<file path="config.mk">
export PLATFORM = sky130hd
export DESIGN_NAME = stepcpu_top
export DESIGN_NICKNAME = d
export VERILOG_FILES = /design/src/rtl/stepcpu_pkg.sv /design/src/rtl/stepcpu_ctrl.sv /design/src/rtl/stepcpu_datapath.sv /design/src/rtl/stepcpu_top.sv
export SDC_FILE = /design/constraint.sdc
export NUM_CORES = 1
export LEC_CHECK = 0
export BUFFER_PORTS_ARGS = -buffer_cell sky130_fd_sc_hd__clkbuf_2
export CAP_MARGIN = 30
export CORE_AREA = 2 2 82 104
export CTS_CLUSTER_SIZE = 30
export DETAILED_ROUTE_END_ITERATION = 12
export DIE_AREA = 0 0 84 106
export GPL_TIMING_DRIVEN = 1
export SLEW_MARGIN = 25
export SYNTH_ARGS = -nofsm -noshare
export SYNTH_HDL_FRONTEND = slang
export SYNTH_SLANG_ARGS = --single-unit
</file>
<file path="constraint.sdc">
create_clock -name clk -period 9.9 [get_ports clk]
set_clock_uncertainty 0.1 [all_clocks]
set_input_delay 1.485 -clock clk [delete_from_list [all_inputs] [get_ports clk]]
set_output_delay 1.485 -clock clk [all_outputs]
set_load 0.01 [all_outputs]
</file>
<file path="src/rtl/stepcpu_pkg.sv">
package stepcpu_pkg;
  localparam int OPC_W   = 4;
  localparam int SEL_W   = 2;
  localparam int DATA_W  = 8;
  localparam int NUM_GPR = 3;
  localparam int WORD_W  = OPC_W + SEL_W + DATA_W;
  localparam int NUM_OPC = 1 << OPC_W;
  localparam int MUL_W   = DATA_W / 2;

  localparam logic [OPC_W-1:0] OP_IMM_GPR = 4'b1111;
  localparam logic [OPC_W-1:0] OP_IMM_ACC = 4'b1110;
  localparam logic [OPC_W-1:0] OP_SHOW_GPR = 4'b1011;
  localparam logic [OPC_W-1:0] OP_SHOW_ACC = 4'b1010;
  localparam logic [OPC_W-1:0] OP_GPR_TO_ACC = 4'b0011;
  localparam logic [OPC_W-1:0] OP_ACC_TO_GPR = 4'b0010;
  localparam logic [OPC_W-1:0] OP_ADD = 4'b0101;
  localparam logic [OPC_W-1:0] OP_SUB = 4'b0110;
  localparam logic [OPC_W-1:0] OP_MUL = 4'b0111;

  // 11-bit control word: bus source enables, ALU function, load enables
  typedef struct packed {
    logic srcImm;
    logic srcGpr;
    logic srcAcc;
    logic srcAlu;
    logic fnAdd;
    logic fnSub;
    logic fnMul;
    logic loadAcc;
    logic loadGpr;
    logic loadDisp;
    logic markShow;
  } ctrlWord_t;

  function automatic ctrlWord_t decodeOp(input logic [OPC_W-1:0] op);
    ctrlWord_t c;
    c = '0;
    unique case (op)
      OP_IMM_GPR:    begin c.srcImm = 1'b1; c.loadGpr = 1'b1; end
      OP_IMM_ACC:    begin c.srcImm = 1'b1; c.loadAcc = 1'b1; end
      OP_SHOW_GPR:   begin c.srcGpr = 1'b1; c.loadDisp = 1'b1; c.markShow = 1'b1; end
      OP_SHOW_ACC:   begin c.srcAcc = 1'b1; c.loadDisp = 1'b1; c.markShow = 1'b1; end
      OP_GPR_TO_ACC: begin c.srcGpr = 1'b1; c.loadAcc = 1'b1; end
      OP_ACC_TO_GPR: begin c.srcAcc = 1'b1; c.loadGpr = 1'b1; end
      OP_ADD:        begin c.srcAlu = 1'b1; c.fnAdd = 1'b1; c.loadAcc = 1'b1; end
      OP_SUB:        begin c.srcAlu = 1'b1; c.fnSub = 1'b1; c.loadAcc = 1'b1; end
      OP_MUL:        begin c.srcAlu = 1'b1; c.fnMul = 1'b1; c.loadAcc = 1'b1; end
      default:       c = '0;
    endcase
    return c;
  endfunction
endpackage

</file>
<file path="src/rtl/stepcpu_ctrl.sv">
module stepcpu_ctrl
  import stepcpu_pkg::*;
(
  input  logic             clk,
  input  logic             rst,
  input  logic             stepStrobe,
  input  logic [OPC_W-1:0] opcode,
  output ctrlWord_t        strb
);
  ctrlWord_t ctrlRom [NUM_OPC];

  generate
    for (genvar i = 0; i < NUM_OPC; i++) begin : g_rom
      assign ctrlRom[i] = decodeOp(OPC_W'(i));
    end
  endgenerate

  always_comb begin
    strb = '0;
    if (stepStrobe) strb = ctrlRom[opcode];
  end

  AST_IDLE_WITHOUT_STEP: assert property (@(posedge clk) disable iff (rst)
    !stepStrobe |-> (strb == '0));
  AST_ONE_BUS_SOURCE: assert property (@(posedge clk) disable iff (rst)
    $onehot0({strb.srcImm, strb.srcGpr, strb.srcAcc, strb.srcAlu}));
  AST_ONE_DESTINATION: assert property (@(posedge clk) disable iff (rst)
    $onehot0({strb.loadAcc, strb.loadGpr, strb.loadDisp}));
  AST_ALU_FEEDS_ACC: assert property (@(posedge clk) disable iff (rst)
    strb.srcAlu |-> (strb.loadAcc && $onehot({strb.fnAdd, strb.fnSub, strb.fnMul})));
endmodule

</file>
<file path="src/rtl/stepcpu_datapath.sv">
module stepcpu_datapath
  import stepcpu_pkg::*;
(
  input  logic              clk,
  input  logic              rst,
  input  ctrlWord_t         strb,
  input  logic [SEL_W-1:0]  gprSel,
  input  logic [DATA_W-1:0] immData,
  output logic [DATA_W-1:0] dispValue,
  output logic              dispValid,
  output logic [DATA_W-1:0] accView
);
  localparam int GPR_SLOTS = 1 << SEL_W;

  logic [DATA_W-1:0] accQ;
  logic [DATA_W-1:0] dispQ;
  logic              validQ;
  logic [DATA_W-1:0] gprQ [GPR_SLOTS];
  logic [DATA_W-1:0] gprRd;
  logic [DATA_W-1:0] aluOut;
  logic [DATA_W-1:0] mulA;
  logic [DATA_W-1:0] mulB;
  logic [DATA_W-1:0] busVal;

  // slot 0 is the null register: reads zero, never written
  assign gprQ[0] = '0;

  generate
    for (genvar i = 1; i < GPR_SLOTS; i++) begin : g_gpr
      if (i <= NUM_GPR) begin : g_real
        always_ff @(posedge clk) begin
          if (rst) gprQ[i] <= '0;
          else if (strb.loadGpr && (gprSel == SEL_W'(i))) gprQ[i] <= busVal;
        end
        AST_GPR_UNTOUCHED: assert property (@(posedge clk) disable iff (rst)
          !(strb.loadGpr && (gprSel == SEL_W'(i))) |=> $stable(gprQ[i]));
      end else begin : g_absent
        assign gprQ[i] = '0;
      end
    end
  endgenerate

  assign gprRd = gprQ[gprSel];

  assign mulA = {{(DATA_W-MUL_W){1'b0}}, accQ[MUL_W-1:0]};
  assign mulB = {{(DATA_W-MUL_W){1'b0}}, gprRd[MUL_W-1:0]};

  always_comb begin
    aluOut = '0;
    if (strb.fnAdd)      aluOut = accQ + gprRd;
    else if (strb.fnSub) aluOut = accQ - gprRd;
    else if (strb.fnMul) aluOut = mulA * mulB;
  end

  // wired-OR bus of gated sources
  assign busVal = ({DATA_W{strb.srcImm}} & immData)
                | ({DATA_W{strb.srcGpr}} & gprRd)
                | ({DATA_W{strb.srcAcc}} & accQ)
                | ({DATA_W{strb.srcAlu}} & aluOut);

  always_ff @(posedge clk) begin
    if (rst) begin
      accQ   <= '0;
      dispQ  <= '0;
      validQ <= 1'b0;
    end else begin
      if (strb.loadAcc)  accQ  <= busVal;
      if (strb.loadDisp) dispQ <= busVal;
      if (strb.markShow) validQ <= 1'b1;
    end
  end

  assign dispValue = dispQ;
  assign dispValid = validQ;
  assign accView   = accQ;

  AST_ACC_HOLD: assert property (@(posedge clk) disable iff (rst)
    !strb.loadAcc |=> $stable(accQ));
  AST_DISP_HOLD: assert property (@(posedge clk) disable iff (rst)
    !strb.loadDisp |=> $stable(dispQ));
  AST_VALID_STICKY: assert property (@(posedge clk) disable iff (rst)
    validQ |=> validQ);
  AST_NULL_READ_ZERO: assert property (@(posedge clk) disable iff (rst)
    (strb.srcGpr && gprSel == '0) |-> (busVal == '0));
endmodule

</file>
<file path="src/rtl/stepcpu_top.sv">
module stepcpu_top
  import stepcpu_pkg::*;
(
  input  logic              clk,
  input  logic              rst,
  input  logic              stepStrobe,
  input  logic [WORD_W-1:0] instrWord,
  output logic [DATA_W-1:0] dispValue,
  output logic              dispValid,
  output logic [DATA_W-1:0] accView
);
  localparam int OPC_LSB = SEL_W + DATA_W;

  ctrlWord_t         strb;
  logic [OPC_W-1:0]  opcode;
  logic [SEL_W-1:0]  gprSel;
  logic [DATA_W-1:0] immData;

  assign opcode  = instrWord[WORD_W-1:OPC_LSB];
  assign gprSel  = instrWord[OPC_LSB-1:DATA_W];
  assign immData = instrWord[DATA_W-1:0];

  stepcpu_ctrl u_ctrl (
    .clk        (clk),
    .rst        (rst),
    .stepStrobe (stepStrobe),
    .opcode     (opcode),
    .strb       (strb)
  );

  stepcpu_datapath u_dp (
    .clk       (clk),
    .rst       (rst),
    .strb      (strb),
    .gprSel    (gprSel),
    .immData   (immData),
    .dispValue (dispValue),
    .dispValid (dispValid),
    .accView   (accView)
  );
endmodule

</file>
==> results.json <==
{
  "die_height_um": 106,
  "post-dp-hpwl_um": 6670,
  "final_antenna_net_count": 0,
  "rsz0062_at_grt": "false",
  "grt_pass1_vias": 2706,
  "totalWireLength_um": 8510,
  "synth-edff-count": 0,
  "grt_pass1_wl_um": 13700,
  "worstSetupPathType": "in -> reg",
  "seq_power_share_pct": 51.3,
  "synthMuxAreaShare_pct": 4.66,
  "reg2reg_from": "u_dp.gprQ[1]",
  "min_to": "u_dp.gprQ[7]",
  "worstPathArrival_ns": 5.61,
  "rrSetupSlack_ns": 6.03,
  "clkPwrFrac_pct": 31.3,
  "portBuffers": 33,
  "cts-htree-levels": 2,
  "wl_per_cell_um": 17.2,
  "synthAdderAreaFrac_pct": 14.4,
  "cts.repair.resized": 0,
  "overflow": 0,
  "num_vias": 2872,
  "synth-simple-area-share_pct": 18.8,
  "worstPathRequired_ns": 9.95,
  "clk_pin_slew_ns": 0.08,
  "grt_max_degree": 30,
  "yosysWarnings": 0,
  "setup_ws_ns": 4.34,
  "dp.cells": 488,
  "yosysSeqAreaShare_pct": 26.6,
  "final.period_utilization_pct": 56.2,
  "ios": 34,
  "cts.sinks": 41,
  "vdd_drop_max_uv": 79.2,
  "cts_setup_buffers": 0,
  "switchingPower_mw": 0.100,
  "diodes": 0,
  "cts_tree": "done",
  "holdBufCountCts": 0,
  "tightest_slew_ns": 0.811,
  "cap_violations": 0,
  "leakage_nw": 1.40,
  "syn_area_sq_um": 3090,
  "vias_per_cell": 5.79,
  "dpl-instance-area_sq_um": 3280,
  "place_ws_ns": 4.05,
  "synth_fp_nets": 424,
  "min_from": "u_dp.gprQ[7]",
  "slew_headroom_pct": 45.9,
  "grt_use_total_pct": 19.1,
  "synth.distinct_cells": 59,
  "place.gp.congestion": 0.929,
  "final_core_util_pct": 42.0,
  "antenna_found_initial": 0,
  "drt_iter0_drc": 218,
  "powerDensity_nw_per_um2": 101,
  "setup_viol": 0,
  "reg2reg_depth": 14,
  "worstPathMaxFanout": 13,
  "syn_avg_cell_area_sq_um": 8.23,
  "finalInstanceArea_sq_um": 3360,
  "syn_to_final_growth_pct": 8.95,
  "syn-instance-count": 375,
  "hold_depth": 2,
  "synth_compound_gate_area_share_pct": 27.1,
  "min_path_type": "reg -> reg",
  "cp_cell_sequence": "clkbuf_2, nor2b_1, a22oi_1, inv_1, nand2_1, fa_1, inv_1, fa_1, ha_1, a21o_1, a2111oi_0, a31oi_1, a32o_1, o21ai_0, a31oi_1",
  "dieArea_sq_um": 8900,
  "fin_crit_ns": 5.56,
  "synth_xor_area_share_pct": 1.66,
  "nets": 447,
  "die_x_um": 84,
  "p_int_mw": 0.239,
  "combPwrFrac_pct": 17.4,
  "initial_core_util_pct": 38.6,
  "numCtsBuffers": 5,
  "crit_slowest_cell": "nor2b_1",
  "finalNonFillerCells": 496,
  "hold_violations": 0,
  "status": "finished, final reports clean",
  "root_buffer": "clkbuf_8",
  "worst_skew_pair.late_latency_ns": 0.29,
  "cts_buffer_depth": 2,
  "synth_top_family_by_area": "compound AO/OA/AOI/OAI gates",
  "slowest_delay_ns": 0.68,
  "drive_gt1_share_pct": 15.5,
  "drc_errors": 0,
  "start_kind": "input port",
  "crit_path_end_kind": "flip-flop",
  "swShare_pct": 29.5,
  "synth_flop_cell": "dfxtp_1",
  "fp.coreArea_sq_um": 8010,
  "rows": 37,
  "reg2reg_to": "u_dp.accView[5]",
  "max_freq_mhz": 180,
  "fin_tns_setup_ns": 0,
  "first_pass_iters": 5,
  "async_flop_share_pct": 0,
  "slew_violations": 0,
  "synth-seq-cells": 41
}
[worst max-delay path: cells and delay by family]
| family | cells | cell delay (ns) |
|---|---|---|
| AOI/OAI and AO/OA | 7 | 1.50 |
| adders and majority gates | 3 | 1.36 |
| and+or+nand+nor | 2 | 0.77 |
| buffers and inverters | 3 | 0.50 |
[how the worst max path moves through the flow]
stage	slack [ns]	to	from
after global routing	4.00	u_dp.accView[5]	instrWord[9]
final	4.34	u_dp.accView[5]	instrWord[9]
after global placement	4.18	u_dp.accView[5]	instrWord[9]
after floorplan	5.01	u_dp.accView[5]	instrWord[9]
after detailed placement	4.05	u_dp.accView[5]	instrWord[9]
after CTS	4.37	u_dp.accView[5]	instrWord[9]
[power by group through the flow]
stage	registers, mW	logic (mW)	clock network [mW]
2_1_floorplan	0.178	0.0401	0
3_3_place_gp	0.178	0.0580	0
3_5_place_dp	0.178	0.0587	0
4_1_cts	0.174	0.0589	0.110
5_1_grt	0.175	0.0651	0.115
6_report	0.174	0.0591	0.106
[layout by cell type (no fill, tap or decap), drive strengths merged, types with 2 or more instances in the layout]
master | netlist | final
a2111oi | 2 | 2
a211o | 2 | 2
a211oi | 23 | 23
a21o | 3 | 3
a21oi | 24 | 24
a222oi | 3 | 3
a22o | 3 | 3
a22oi | 10 | 10
a31oi | 8 | 8
and2 | 5 | 5
and3 | 2 | 2
clkbuf | 7 | 38
clkinv | 0 | 2
dfxtp | 41 | 41
fa | 6 | 6
ha | 26 | 26
inv | 29 | 29
mux2 | 8 | 8
mux2i | 5 | 5
nand2 | 13 | 13
nand2b | 7 | 7
nand3 | 8 | 8
nand3b | 2 | 2
nor2 | 47 | 47
nor2b | 10 | 10
nor3 | 10 | 10
o2111ai | 2 | 2
o211ai | 3 | 3
o21a | 2 | 2
o21ai | 24 | 24
o221ai | 4 | 4
o32ai | 2 | 2
or2 | 2 | 2
or3 | 5 | 5
or4 | 3 | 3
xor2 | 4 | 4
[stage by stage]
| stage | hold slack [ns] | total power [mW] |
|---|---|---|
| 4_1_cts | 0.368 | 0.343 |
| 5_1_grt | 0.393 | 0.355 |
| 3_5_place_dp | 0.357 | 0.236 |
| 3_3_place_gp | 0.345 | 0.236 |
| 6_report | 0.364 | 0.339 |
| 2_1_floorplan | 0.332 | 0.218 |
[routing by layer]
metal  track usage [%]  share of wire [%]  vias to the layer above
met5                 0                  0                        -
met4              5.30                1.3                        0
met3              1.79                2.9                       10
met2              36.8                 55                       65
met1              22.2                 41                     1377
li1                  -                  -                     1420
[synth_stat cells, types with 2 or more instances]
| cell type | count | share of area [%] |
|---|---|---|
| nor2_1 | 45 | 5.5 |
| dfxtp_1 | 41 | 27 |
| inv_1 | 29 | 3.5 |
| ha_1 | 26 | 11 |
| a21oi_1 | 23 | 3.7 |
| o21ai_0 | 22 | 3.6 |
| a211oi_1 | 21 | 5.1 |
| nand2_1 | 13 | 1.6 |
| nor2b_1 | 10 | 2.0 |
| a22oi_1 | 9 | 2.2 |
| nor3_1 | 9 | 1.5 |
| a31oi_1 | 8 | 1.6 |
| nand3_1 | 8 | 1.3 |
| clkbuf_1 | 7 | 0.85 |
| mux2_2 | 7 | 2.6 |
| nand2b_1 | 7 | 1.4 |
| buf_2 | 6 | 0.97 |
| fa_1 | 6 | 3.9 |
| and2_1 | 5 | 1.0 |
| mux2i_1 | 5 | 1.6 |
| or3_1 | 5 | 1.0 |
| a21o_1 | 3 | 0.73 |
| a222oi_1 | 3 | 0.97 |
| buf_4 | 3 | 0.73 |
| o211ai_1 | 3 | 0.73 |
| o221ai_1 | 3 | 0.85 |
| or4_1 | 3 | 0.73 |
| xor2_1 | 3 | 0.85 |
| a2111oi_0 | 2 | 0.57 |
| a211o_1 | 2 | 0.57 |
| a211oi_2 | 2 | 0.81 |
| a22o_1 | 2 | 0.57 |
| and3_1 | 2 | 0.41 |
| buf_6 | 2 | 0.73 |
| nand3b_1 | 2 | 0.49 |
| o2111ai_1 | 2 | 0.57 |
| o21a_1 | 2 | 0.49 |
| o21ai_1 | 2 | 0.32 |
| o32ai_1 | 2 | 0.57 |
[state kept, by name, indices dropped and copies added, names as in the netlist]
signal / flops
u_dp.gprQ: 24
u_dp.dispValid: 1
u_dp.dispValue: 8
u_dp.accView: 8
[area by class of cell]
| type | count | area [sq um] |
|---|---|---|
| fillers | 828 | 4640 |
| multi-input cells | 287 | 2060 |
| flip-flops and latches | 41 | 821 |
| repair buffers | 34 | 170 |
| well taps | 97 | 121 |
| inverters | 29 | 109 |
| clock buffers | 5 | 68.8 |
| clock inverters | 3 | 17.5 |
[cells by family after synthesis]
kind of cell	Yosys count
compound gates	121
xor+xnor	5
fa+ha+maj	32
buf+inv	47
flops	41
mux	13
simple gates	116
Power figures use the tool's default switching activity.
